===== src/rtl/npc_pkg.sv =====
// Package npc_pkg
// Holds the kind encoding and the widths shared by the next-PC unit and its
// submodules. The encoding is fixed: the decode stage produces these codes.
package npc_pkg;
    localparam int XLEN       = 32;
    localparam int IMM_W      = 16;
    localparam int JT_W       = 26;
    localparam int IDX_W      = 5;
    localparam int INSN_BYTES = 4;

    typedef enum logic [3:0] {
        K_SEQ  = 4'd0,
        K_BEQ  = 4'd1,
        K_BNE  = 4'd2,
        K_BGTZ = 4'd3,
        K_BGEZ = 4'd4,
        K_BLTZ = 4'd5,
        K_BLEZ = 4'd6,
        K_JMP  = 4'd7,
        K_JAL  = 4'd8,
        K_JR   = 4'd9,
        K_JALR = 4'd10
    } ctl_kind_e;
endpackage


===== src/rtl/npc_cond_eval.sv =====
// Module npc_cond_eval
// Decides whether a conditional branch holds. Equality uses a bitwise compare.
// The zero tests use only the sign bit and an all-zero reduction, so there is
// no subtractor. Assumes kind is already decoded; non-branch kinds give 0.
module npc_cond_eval #(
    parameter int W = 32
) (
    input  npc_pkg::ctl_kind_e kind,
    input  logic [W-1:0]       a_val,
    input  logic [W-1:0]       b_val,
    output logic               cond_true
);
    logic is_eq;
    logic is_zero;
    logic is_neg;

    // Shared condition flags, none of which needs an adder
    always_comb begin
        is_eq   = (a_val == b_val);
        is_zero = ~|a_val;
        is_neg  = a_val[W-1];
    end

    // Pick the flag combination for the decoded branch kind
    always_comb begin
        unique case (kind)
            npc_pkg::K_BEQ:  cond_true = is_eq;
            npc_pkg::K_BNE:  cond_true = ~is_eq;
            npc_pkg::K_BGTZ: cond_true = ~is_neg & ~is_zero;
            npc_pkg::K_BGEZ: cond_true = ~is_neg;
            npc_pkg::K_BLTZ: cond_true = is_neg;
            npc_pkg::K_BLEZ: cond_true = is_neg | is_zero;
            default:         cond_true = 1'b0;
        endcase
    end
endmodule


===== src/rtl/npc_target_gen.sv =====
// Module npc_target_gen
// Forms the three candidate addresses: the sequential address, the
// PC-relative branch target and the region-absolute jump target.
// Assumes W > JT_W + 2 so that at least one region bit is left.
module npc_target_gen #(
    parameter int W     = 32,
    parameter int IMM_W = 16,
    parameter int JT_W  = 26,
    parameter int STEP  = 4
) (
    input  logic [W-1:0]     pc,
    input  logic [IMM_W-1:0] imm,
    input  logic [JT_W-1:0]  jt,
    output logic [W-1:0]     seq_pc,
    output logic [W-1:0]     br_pc,
    output logic [W-1:0]     abs_pc
);
    localparam int REGION_W = W - JT_W - 2;
    localparam int EXT_W    = W - IMM_W - 2;

    logic [W-1:0] off_scaled;

    // Sequential address and the sign-extended, word-scaled offset
    always_comb begin
        seq_pc     = pc + W'(STEP);
        off_scaled = {{EXT_W{imm[IMM_W-1]}}, imm, 2'b00};
    end

    // Branch target relative to the sequential address; jump keeps region bits
    always_comb begin
        br_pc  = seq_pc + off_scaled;
        abs_pc = {seq_pc[W-1 -: REGION_W], jt, 2'b00};
    end
endmodule


===== src/rtl/npc_select.sv =====
// Module npc_select
// Chooses the next address and the taken and link flags from the kind, the
// branch condition and the candidate targets. Unused codes count as sequential.
module npc_select #(
    parameter int W = 32
) (
    input  npc_pkg::ctl_kind_e kind,
    input  logic               cond_true,
    input  logic [W-1:0]       seq_pc,
    input  logic [W-1:0]       br_pc,
    input  logic [W-1:0]       abs_pc,
    input  logic [W-1:0]       reg_pc,
    output logic [W-1:0]       next_pc,
    output logic               taken,
    output logic               link_we
);
    // Target multiplexer and flags, one arm per group of kinds
    always_comb begin
        next_pc = seq_pc;
        taken   = 1'b0;
        link_we = 1'b0;
        case (kind)
            npc_pkg::K_BEQ, npc_pkg::K_BNE, npc_pkg::K_BGTZ,
            npc_pkg::K_BGEZ, npc_pkg::K_BLTZ, npc_pkg::K_BLEZ: begin
                taken   = cond_true;
                next_pc = cond_true ? br_pc : seq_pc;
            end
            npc_pkg::K_JMP: begin
                taken   = 1'b1;
                next_pc = abs_pc;
            end
            npc_pkg::K_JAL: begin
                taken   = 1'b1;
                link_we = 1'b1;
                next_pc = abs_pc;
            end
            npc_pkg::K_JR: begin
                taken   = 1'b1;
                next_pc = reg_pc;
            end
            npc_pkg::K_JALR: begin
                taken   = 1'b1;
                link_we = 1'b1;
                next_pc = reg_pc;
            end
            default: begin
                next_pc = seq_pc;
            end
        endcase
    end
endmodule


===== src/rtl/npc_unit.sv =====
// Module npc_unit (top)
// Registered next-PC unit. It evaluates the branch condition, forms the
// candidate targets, selects one and registers the result with the link
// write. Synchronous active-low reset. Assumes kind_i is decoded upstream.
module npc_unit #(
    parameter int          XLEN     = npc_pkg::XLEN,
    parameter int          IMM_W    = npc_pkg::IMM_W,
    parameter int          JT_W     = npc_pkg::JT_W,
    parameter int          IDX_W    = npc_pkg::IDX_W,
    parameter int          LINK_REG = 31,
    parameter logic [31:0] RESET_PC = 32'h0
) (
    input  logic             clk,
    input  logic             rst_n,
    input  logic [XLEN-1:0]  pc_i,
    input  logic [3:0]       kind_i,
    input  logic [XLEN-1:0]  rs_val_i,
    input  logic [XLEN-1:0]  rt_val_i,
    input  logic [IMM_W-1:0] imm_i,
    input  logic [JT_W-1:0]  jtarget_i,
    output logic [XLEN-1:0]  next_pc_o,
    output logic             taken_o,
    output logic             link_we_o,
    output logic [IDX_W-1:0] link_idx_o,
    output logic [XLEN-1:0]  link_wdata_o
);
    npc_pkg::ctl_kind_e kind;
    logic               cond_true;
    logic [XLEN-1:0]    seq_pc;
    logic [XLEN-1:0]    br_pc;
    logic [XLEN-1:0]    abs_pc;
    logic [XLEN-1:0]    nxt_d;
    logic               taken_d;
    logic               link_d;

    // Map the raw kind code onto the shared encoding
    always_comb kind = npc_pkg::ctl_kind_e'(kind_i);

    npc_cond_eval #(.W(XLEN)) u_cond (
        .kind      (kind),
        .a_val     (rs_val_i),
        .b_val     (rt_val_i),
        .cond_true (cond_true)
    );

    npc_target_gen #(
        .W     (XLEN),
        .IMM_W (IMM_W),
        .JT_W  (JT_W),
        .STEP  (npc_pkg::INSN_BYTES)
    ) u_tgt (
        .pc     (pc_i),
        .imm    (imm_i),
        .jt     (jtarget_i),
        .seq_pc (seq_pc),
        .br_pc  (br_pc),
        .abs_pc (abs_pc)
    );

    npc_select #(.W(XLEN)) u_sel (
        .kind      (kind),
        .cond_true (cond_true),
        .seq_pc    (seq_pc),
        .br_pc     (br_pc),
        .abs_pc    (abs_pc),
        .reg_pc    (rs_val_i),
        .next_pc   (nxt_d),
        .taken     (taken_d),
        .link_we   (link_d)
    );

    // The link destination is a fixed architectural register
    always_comb link_idx_o = IDX_W'(LINK_REG);

    // Output register with synchronous reset
    always_ff @(posedge clk) begin
        if (!rst_n) begin
            next_pc_o    <= XLEN'(RESET_PC);
            taken_o      <= 1'b0;
            link_we_o    <= 1'b0;
            link_wdata_o <= '0;
        end else begin
            next_pc_o    <= nxt_d;
            taken_o      <= taken_d;
            link_we_o    <= link_d;
            link_wdata_o <= seq_pc;
        end
    end
endmodule


===== config.mk =====
export PLATFORM = sky130hd
export DESIGN_NAME = npc_unit
export DESIGN_NICKNAME = d
export VERILOG_FILES = /design/src/rtl/npc_pkg.sv /design/src/rtl/npc_cond_eval.sv /design/src/rtl/npc_target_gen.sv /design/src/rtl/npc_select.sv /design/src/rtl/npc_unit.sv
export SDC_FILE = /design/constraint.sdc
export NUM_CORES = 1
export LEC_CHECK = 0
export ABC_AREA = 1
export BUFFER_PORTS_ARGS = -buffer_cell sky130_fd_sc_hd__buf_4
export CAP_MARGIN = 25
export CORE_UTILIZATION = 52
export DETAILED_ROUTE_END_ITERATION = 10
export PLACE_DENSITY = 0.9
export SLEW_MARGIN = 0
export SYNTH_ARGS = -nofsm -noshare
export SYNTH_HDL_FRONTEND = slang
export SYNTH_SLANG_ARGS = --single-unit

===== constraint.sdc =====
create_clock -name clk -period 4.25 [get_ports clk]
set_input_delay 0.85 -clock clk [delete_from_list [all_inputs] [get_ports clk]]
set_output_delay 0.85 -clock clk [all_outputs]
set_load 0.01 [all_outputs]

==> results.cfg, run 1 <==
[power]
p_switching_uw = 884
seqPwrFrac_pct = 27.4
pwr-share-clk_pct = 35.9
ir_worst_vdd_mv = 0.151
p_leak_nw = 4.31
pwr_density_cell_mw_per_mm2 = 297
pwr-share-comb_pct = 36.6
cellInternalPower_mw = 1.62
swShare_pct = 35.3

[cells_and_area]
drive_gt1_share_pct = 22.4
diodes = 0
areaGrowthSynthToFinish_pct = 31.8
final_cell_mix = nand2_1, buf_4, nor2_1
final_common_cell = nand2_1
fillers = 1074
num-nets-final = 1432

[yosys]
async_flop_share_pct = 0
ys_warn_count = 0
ys.flop_type = dfxtp_1
yosysSeqAreaShare_pct = 20.7
synth_edf_count = 0
synth.area.top_cells = dfxtp_1, nand2_1, nor2_1
avgSynthCellArea_um2 = 6.08
syn_inst = 1052
synth_top_area_share_pct = 20.7
synth_seq_cells = 66
synth_top_cell_by_area = dfxtp_1
syn_area_mm2 = 0.00639
synth.distinct_cells = 45

[cts]
ctsResizeCount = 0
ctsHoldBuffers = 0
cts.sinks = 66
post-cts-setup-buffer-count = 0
clk_pin_slew_ns = 0.06
cts_root_buf = clkbuf_16
cts_buffers = 9
cts_tree = done
htree_levels = 3
cts.path.max_buffers = 2

[placement]
dpl.hpwl_um = 20600
port_buffers = 209
gp_congestion = 1.04

[job]
cap_violations = 0

[critical_path]
critical_path_class = in2reg
required_ns = 4.48
arrival_ns = 4.01
end_kind = flip-flop
crit_path_max_fanout = 6
setup.worst_path.start_class = input pin

[floorplan]
die_h_um = 113
fp.coreArea_mm2 = 0.0120
die_area_mm2 = 0.0127
rows = 40
die_x_um = 113
start_util_pct = 53.2
io_pins = 215

[timing]
slew_headroom_pct = 31.9
rsz0062_at_grt = false
worstMarginPinSlew_ns = 1.02
max_freq_mhz = 264
hold_slack_ns = 0.706
final-setup-viol-count = 0
hold_violations = 0
fin_crit_ns = 3.78
finalSetupTns_ns = 0
slew_violations = 0
min_period_over_period_pct = 89.0

[detailed_routing]
drc = 0
wl_per_cell_um = 18.2
via_count = 7920
drt-pass1-iter-count = 6
drtIter0Drc = 731
wl_um = 25600
ant_nets = 0
viasPerCell = 5.64

[min_path]
min_from = pc_i[1]
worst_hold_path_type = in2reg
holdPathStages = 3
holdPathEnd = link_wdata_o[1]

[global_route]
grt_overflow = 0
gr-usage-all-layers_pct = 39.8
grt_pass1_wl_um = 38700
grt_pass1_vias = 7434
antenna_found_initial = 0
grt_max_degree = 33

[run_status]
status = completed
[power by group through the flow]
| stage | combinational, mW | clock [mW] | sequential (mW) |
|---|---|---|---|
| floorplan | 0.492 | 0 | 0.725 |
| global placement | 0.887 | 0 | 0.700 |
| detailed placement | 0.892 | 0 | 0.700 |
| CTS | 0.899 | 0.897 | 0.687 |
| global route | 0.994 | 0.925 | 0.690 |
| finish | 0.918 | 0.901 | 0.687 |
[state kept, by name, summed over array words and instances, names as in the netlist]
| name | cells |
|---|---|
| link_wdata_o | 32 |
| taken_o | 1 |
| link_we_o | 1 |
| next_pc_o | 32 |
[cell type report]
| class | instances | area (um2) | area share (%) |
|---|---|---|---|
| repair buffers | 219 | 1640 | 19.5 |
| clock inverters | 7 | 125 | 1.49 |
| well taps | 147 | 184 | 2.18 |
| clock buffers | 9 | 225 | 2.67 |
| inverters | 130 | 493 | 5.85 |
| multi-input cells | 827 | 4430 | 52.6 |
| flip-flops and latches | 66 | 1320 | 15.7 |
[worst max path at each step]
stage	start	to	cells past startpoint
6_report	pc_i[2]	next_pc_o[29]	21
5_1_grt	pc_i[2]	next_pc_o[21]	20
3_3_place_gp	pc_i[2]	next_pc_o[29]	21
3_5_place_dp	pc_i[2]	next_pc_o[29]	21
4_1_cts	pc_i[2]	next_pc_o[29]	21
2_1_floorplan	pc_i[2]	next_pc_o[29]	21
[routing by layer]
layer	GRT usage (%)	share of wire (%)	vias to the layer above
met5	0	0	-
met3	10.3	11	80
met2	64.0	44	468
met4	20.2	4.8	0
li1	-	-	3811
met1	49.4	39	3561
[critical path: stages]
cell,delay (ns)
buf_4,0.12
ha_1,0.19
nand2_1,0.13
nor2_1,0.18
nand3_1,0.12
nor2_1,0.18
xor2_1,0.35
inv_1,0.20
ha_1,0.45
nand2_1,0.17
nor2_1,0.21
inv_1,0.06
nor2_1,0.20
and2_1,0.16
nand2_1,0.06
nand2_1,0.07
nand2_1,0.04
nand2_1,0.06
nand2_1,0.06
nand3_1,0.08
a21oi_1,0.06
[per-stage QoR]
| step | total power [mW] | cells | area, um2 | utilization [%] | worst slack [ns] |
|---|---|---|---|---|---|
| CTS | 2.48 | 1405 | 8430 | 70.1 | 0.553 |
| detailed placement | 1.59 | 1389 | 8080 | 67.2 | 0.208 |
| floorplan | 1.22 | 1056 | 6410 | - | 0.990 |
| global placement | 1.59 | 1389 | 8080 | 67.2 | 0.223 |
| global route | 2.61 | 1405 | 8430 | 70.1 | 0.207 |
| finish | 2.51 | 1405 | 8430 | 70.1 | 0.466 |
[logic make-up after synthesis]
family	Yosys count	synth area share [%]
simple gates	574	37.5
flops	66	20.7
compound gates	159	17.0
buf+inv	163	10.4
fa+ha+maj	35	6.97
other cells	1	0.0586
xor+xnor	54	7.40
[cells in the mapped netlist, drive strengths merged, types with 7 or more instances]
cell and n:
nand4 10, a221oi 21, nor3 11, a21oi 67
o21bai 7, inv 129, ha 34, buf 18
dfxtp 66, xnor2 43, o21ai 49, nand3 105
nand2 289, nor2 147, clkbuf 15, xor2 11
No activity file was read; power rests on OpenSTA's default activity.
==> inputs of run 2 (changes only) <==
--- a/config.mk
+++ b/config.mk
@@ -6,7 +6,7 @@
 export NUM_CORES = 1
 export LEC_CHECK = 0
 export ABC_AREA = 1
-export BUFFER_PORTS_ARGS = -buffer_cell sky130_fd_sc_hd__buf_4
+export BUFFER_PORTS_ARGS = -buffer_cell sky130_fd_sc_hd__buf_2
 export CAP_MARGIN = 25
 export CORE_UTILIZATION = 52
 export DETAILED_ROUTE_END_ITERATION = 10
==> results.cfg, run 2 (synthesis results as in run 1) <==
[power]
pwr_density_cell_mw_per_mm2 = 302
ir_worst_vdd_mv = 0.139
p_leak_nw = 4.14
p_total_mw = 2.38

[floorplan]
die_h_um = 113
start_util_pct = 53.2
rows = 40
die_x_um = 113
die_area_mm2 = 0.0127
fp.coreArea_mm2 = 0.0120
io_pins = 215

[critical_path]
critical_path_class = in2reg
arrival_ns = 4.12
crit_path_max_fanout = 6
end_kind = flip-flop
required_ns = 4.51
setup.worst_path.start_class = input pin

[timing]
slew_headroom_pct = 32.7
finalSetupTns_ns = 0
hold_slack_ns = 0.715
slew_violations = 0
max_freq_mhz = 260
min_period_over_period_pct = 90.6
worstMarginPinSlew_ns = 1.01
fin_crit_ns = 3.85
rsz0062_at_grt = false
hold_violations = 0
final-setup-viol-count = 0

[detailed_routing]
drtIter0Drc = 772
wl_met3_um = 2980
wl_um = 25400
wl_per_cell_um = 18.1
wl_met1_um = 9920
top_layer = met4
via_count = 7972
viasPerCell = 5.68
drc = 0
met2WireLength_um = 11300
ant_nets = 0
drt-pass1-iter-count = 8

[placement]
gp_congestion = 1.08
dpl.hpwl_um = 20300
port_buffers = 209

[cells_and_area]
num-nets-final = 1431
fillers = 1151
utilization_pct = 65.5
areaGrowthSynthToFinish_pct = 23.1
final_cell_mix = nand2_1, buf_2, nor2_1
diodes = 0
multiInputGateArea_mm2 = 0.00443
final_common_cell = nand2_1
seqCellArea_mm2 = 0.00132
reg_top3 = link_wdata_o x32, next_pc_o x32
drive_gt1_share_pct = 22.4

[run_status]
status = completed

[cts]
post-cts-setup-buffer-count = 0
cts_buffers = 9
ctsHoldBuffers = 0
htree_levels = 3
ctsResizeCount = 0
cts.sinks = 66
clk_pin_slew_ns = 0.06
cts_tree = done
cts.path.max_buffers = 2
cts_root_buf = clkbuf_16

[global_route]
gr-usage-all-layers_pct = 39.6
grt_overflow = 0
grt_pass1_vias = 7362
antenna_found_initial = 0
grt_pass1_wl_um = 38500
grt_max_degree = 33

[min_path]
worst_hold_path_type = in2reg
min_from = pc_i[0]
holdPathEnd = link_wdata_o[0]
holdPathStages = 3

[job]
cap_violations = 0
run 2: worst max-delay path, cell delays in order:
cell,delay (ns)
buf_2,0.14
ha_1,0.21
nand2_1,0.13
nor2_1,0.24
nand2_1,0.08
inv_1,0.13
nand4_1,0.16
o21bai_1,0.17
nand2_1,0.10
inv_1,0.19
ha_1,0.35
a21o_1,0.23
a21boi_0,0.37
nand2_1,0.09
nand2_1,0.07
nand2_1,0.05
inv_1,0.05
nand2_1,0.13
inv_1,0.08
nand2_1,0.05
nand3_1,0.07
nand2_1,0.05
a21oi_1,0.13
run 2: how the worst max path moves through the flow:
| stage | cells after the start | to | start |
|---|---|---|---|
| 2_1_floorplan | 21 | next_pc_o[29] | pc_i[2] |
| 3_3_place_gp | 23 | next_pc_o[31] | pc_i[2] |
| 3_5_place_dp | 24 | next_pc_o[31] | pc_i[2] |
| 4_1_cts | 23 | next_pc_o[31] | pc_i[2] |
| 5_1_grt | 24 | next_pc_o[31] | pc_i[2] |
| 6_report | 23 | next_pc_o[31] | pc_i[2] |
run 2: power breakdown:
part	switching [mW]	internal (mW)	total [mW]	leakage [nW]
logic	0.546	0.307	0.853	3.43
registers	0.0149	0.671	0.686	0.550
clock network	0.320	0.519	0.839	0.156
run 2: cell type report:
cell class              count  area share (%)
multi-input cells         827            56.3
repair buffers            218            14.1
flip-flops and latches     66            16.8
well taps                 147            2.34
clock buffers               9            2.86
inverters                 130            6.26
clock inverters             7            1.30
run 2: layer usage:
layer,global-route usage [%],vias to the layer above
met4,18.9,0
met3,8.94,81
met5,0,-
met2,64.0,515
met1,50.0,3567
li1,-,3809
run 2: per-stage QoR:
stage                     cell area, um2  cells  worst slack [ns]
after floorplan                     6410   1056             0.990
after CTS                           7870   1404             0.528
after global routing                7870   1404            0.0867
after detailed placement            7540   1388             0.222
final                               7870   1404             0.400
after global placement              7540   1388             0.238
==> inputs of run 3 (changes only) <==
--- a/config.mk
+++ b/config.mk
@@ -8,10 +8,11 @@
 export ABC_AREA = 1
 export BUFFER_PORTS_ARGS = -buffer_cell sky130_fd_sc_hd__buf_2
 export CAP_MARGIN = 25
-export CORE_UTILIZATION = 52
+export CORE_UTILIZATION = 54
 export DETAILED_ROUTE_END_ITERATION = 10
-export PLACE_DENSITY = 0.9
+export PLACE_DENSITY = 0.91
 export SLEW_MARGIN = 0
 export SYNTH_ARGS = -nofsm -noshare
 export SYNTH_HDL_FRONTEND = slang
+export SYNTH_HIERARCHICAL = 1
 export SYNTH_SLANG_ARGS = --single-unit
==> results.cfg, run 3 <==
[run_status]
status = completed

[timing]
worstMarginPinSlew_ns = 0.847
slew_violations = 0
layout_setup_ws_ns = 0.451
slew_headroom_pct = 43.4
max_freq_mhz = 263
fin_crit_ns = 3.80
finalSetupTns_ns = 0
min_period_over_period_pct = 89.4
hold_violations = 0
final-setup-viol-count = 0
rsz0062_at_grt = false

[power]
seqPwrFrac_pct = 29.2
pwr-share-comb_pct = 38.1
ir_worst_vdd_mv = 0.163
swShare_pct = 36.7
p_leak_nw = 5.43
pwr_density_cell_mw_per_mm2 = 272
p_switching_uw = 860
pwr-share-clk_pct = 32.7
cellInternalPower_mw = 1.48

[min_path]
min_from = pc_i[1]
holdPathEnd = link_wdata_o[1]
worst_hold_path_type = in2reg
holdPathStages = 3

[floorplan]
die_h_um = 118
io_pins = 215
die_x_um = 118
die_area_mm2 = 0.0139
start_util_pct = 56.3
fp.coreArea_mm2 = 0.0129
rows = 41

[cts]
htree_levels = 3
cts.sinks = 66
cts_root_buf = clkbuf_16
ctsResizeCount = 0
cts_tree = done
cts_buffers = 9
post-cts-setup-buffer-count = 0
ctsHoldBuffers = 0
clk_pin_slew_ns = 0.05
cts.path.max_buffers = 2

[global_route]
grtUsageMet1_pct = 46.0
antenna_found_initial = 0
grt_pass1_wl_um = 38600
gr-usage-all-layers_pct = 35.5
grt_pass1_vias = 7672
grt_max_degree = 40
grt_use_met3_pct = 6.20
gr-usage-met2_pct = 58.2
busiest_layer = met2
grt_overflow = 0

[cells_and_area]
final_common_cell = nand2_1
drive_gt1_share_pct = 20.3
diodes = 0
utilization_pct = 66.8
fin_cells = 1668
areaGrowthSynthToFinish_pct = 18.7
reg_top3 = link_wdata_o x32, next_pc_o x32
num-nets-final = 1669
final_cell_mix = nand2_1, inv_1, buf_2
fillers = 1223

[placement]
port_buffers = 209
gp_congestion = 1.00
dpl.hpwl_um = 20300
dp_cells = 1651
pre_cts_ws_ns = 0.174

[yosys]
async_flop_share_pct = 0
synth.distinct_cells = 30
syn_area_mm2 = 0.00725
synth.most_common_cell = nand2_1
ys.flop_type = dfxtp_1
synth_edf_count = 0
syn_inst = 1301
synth.area.top_cells = nand2_1, dfxtp_1, inv_1
ys_warn_count = 6
synth_seq_cells = 66
synth_common_cells = nand2_1, inv_1, nor2_1
synth_top_area_share_pct = 23.9
yosysSeqAreaShare_pct = 18.2
synth_top_cell_by_area = nand2_1
avgSynthCellArea_um2 = 5.57

[critical_path]
path_buf_inv = 4
crit_path_max_fanout = 5
end_kind = flip-flop
slowest_delay_ns = 0.40
required_ns = 4.48
setup.worst_path.start_class = input pin
critical_path_class = in2reg
crit_top_cell = nand2_1
critPathSlowestCell = ha_1
cp_top_family = simple AND/OR/NAND/NOR gates
arrival_ns = 4.03

[detailed_routing]
ant_nets = 0
wl_per_cell_um = 15.0
viasPerCell = 5.06
drt-pass1-iter-count = 7
drtIter0Drc = 891
wl_um = 25000
drc = 0
via_count = 8445

[job]
cap_violations = 0
[run 3: tightest hold or removal path, stage by stage]
cell and delay [ns]:
buf_2 0.12, nand2_1 0.06, inv_1 0.04
[run 3: how the worst max path moves through the flow]
stage / start / endpoint / slack [ns] / cells past startpoint
finish: pc_i[2] / next_pc_o[28] / 0.45 / 26
global route: pc_i[2] / next_pc_o[27] / 0.08 / 26
CTS: pc_i[2] / next_pc_o[23] / 0.51 / 26
detailed placement: pc_i[2] / next_pc_o[28] / 0.17 / 26
global placement: pc_i[2] / next_pc_o[23] / 0.08 / 26
floorplan: pc_i[2] / next_pc_o[31] / 0.93 / 27
[run 3: metal layers]
metal  routed length (um)  up-vias
li1                     -     4226
met1                10500     3730
met2                11300      438
met3                 2370       51
met4                  811        0
met5                    0        -
[run 3: cell type report]
type | count | area [um2] | share of cell area (%)
Sequential cell | 66 | 1320 | 15.4
Tap cell | 172 | 215 | 2.50
Multi-Input combinational cell | 939 | 4590 | 53.3
Timing Repair Buffer | 244 | 1310 | 15.3
Clock buffer | 14 | 264 | 3.07
Inverter | 231 | 867 | 10.1
Clock inverter | 2 | 35.0 | 0.407
[run 3: kinds of logic (layout without fill, tap and decap cells)]
logic type | count (synthesis) | count (layout) | share of synthesized area [%]
adder cells (fa/ha/maj) | 34 | 34 | 5.97
XOR/XNOR | 68 | 68 | 8.22
buffers and inverters | 301 | 491 | 18.7
other | 2 | 7 | 0.104
flip-flops | 66 | 66 | 18.2
AND/OR/NAND/NOR | 748 | 748 | 42.8
AO/OA/AOI/OAI | 82 | 82 | 6.01
[run 3: metrics by stage]
stage                     power, mW  area (um2)  hold slack, ns
after floorplan                1.26        7270           0.998
after global placement         1.55        8290            1.10
after detailed placement       1.56        8290            1.10
after CTS                      2.33        8590           0.744
after global routing           2.47        8600           0.769
final                          2.34        8600           0.752
[run 3: power groups by stage]
stage	Combinational [mW]	Sequential [mW]	Clock, mW
global route	0.984	0.687	0.801
detailed placement	0.864	0.696	0
global placement	0.859	0.695	0
CTS	0.871	0.683	0.772
floorplan	0.541	0.721	0
finish	0.893	0.683	0.766
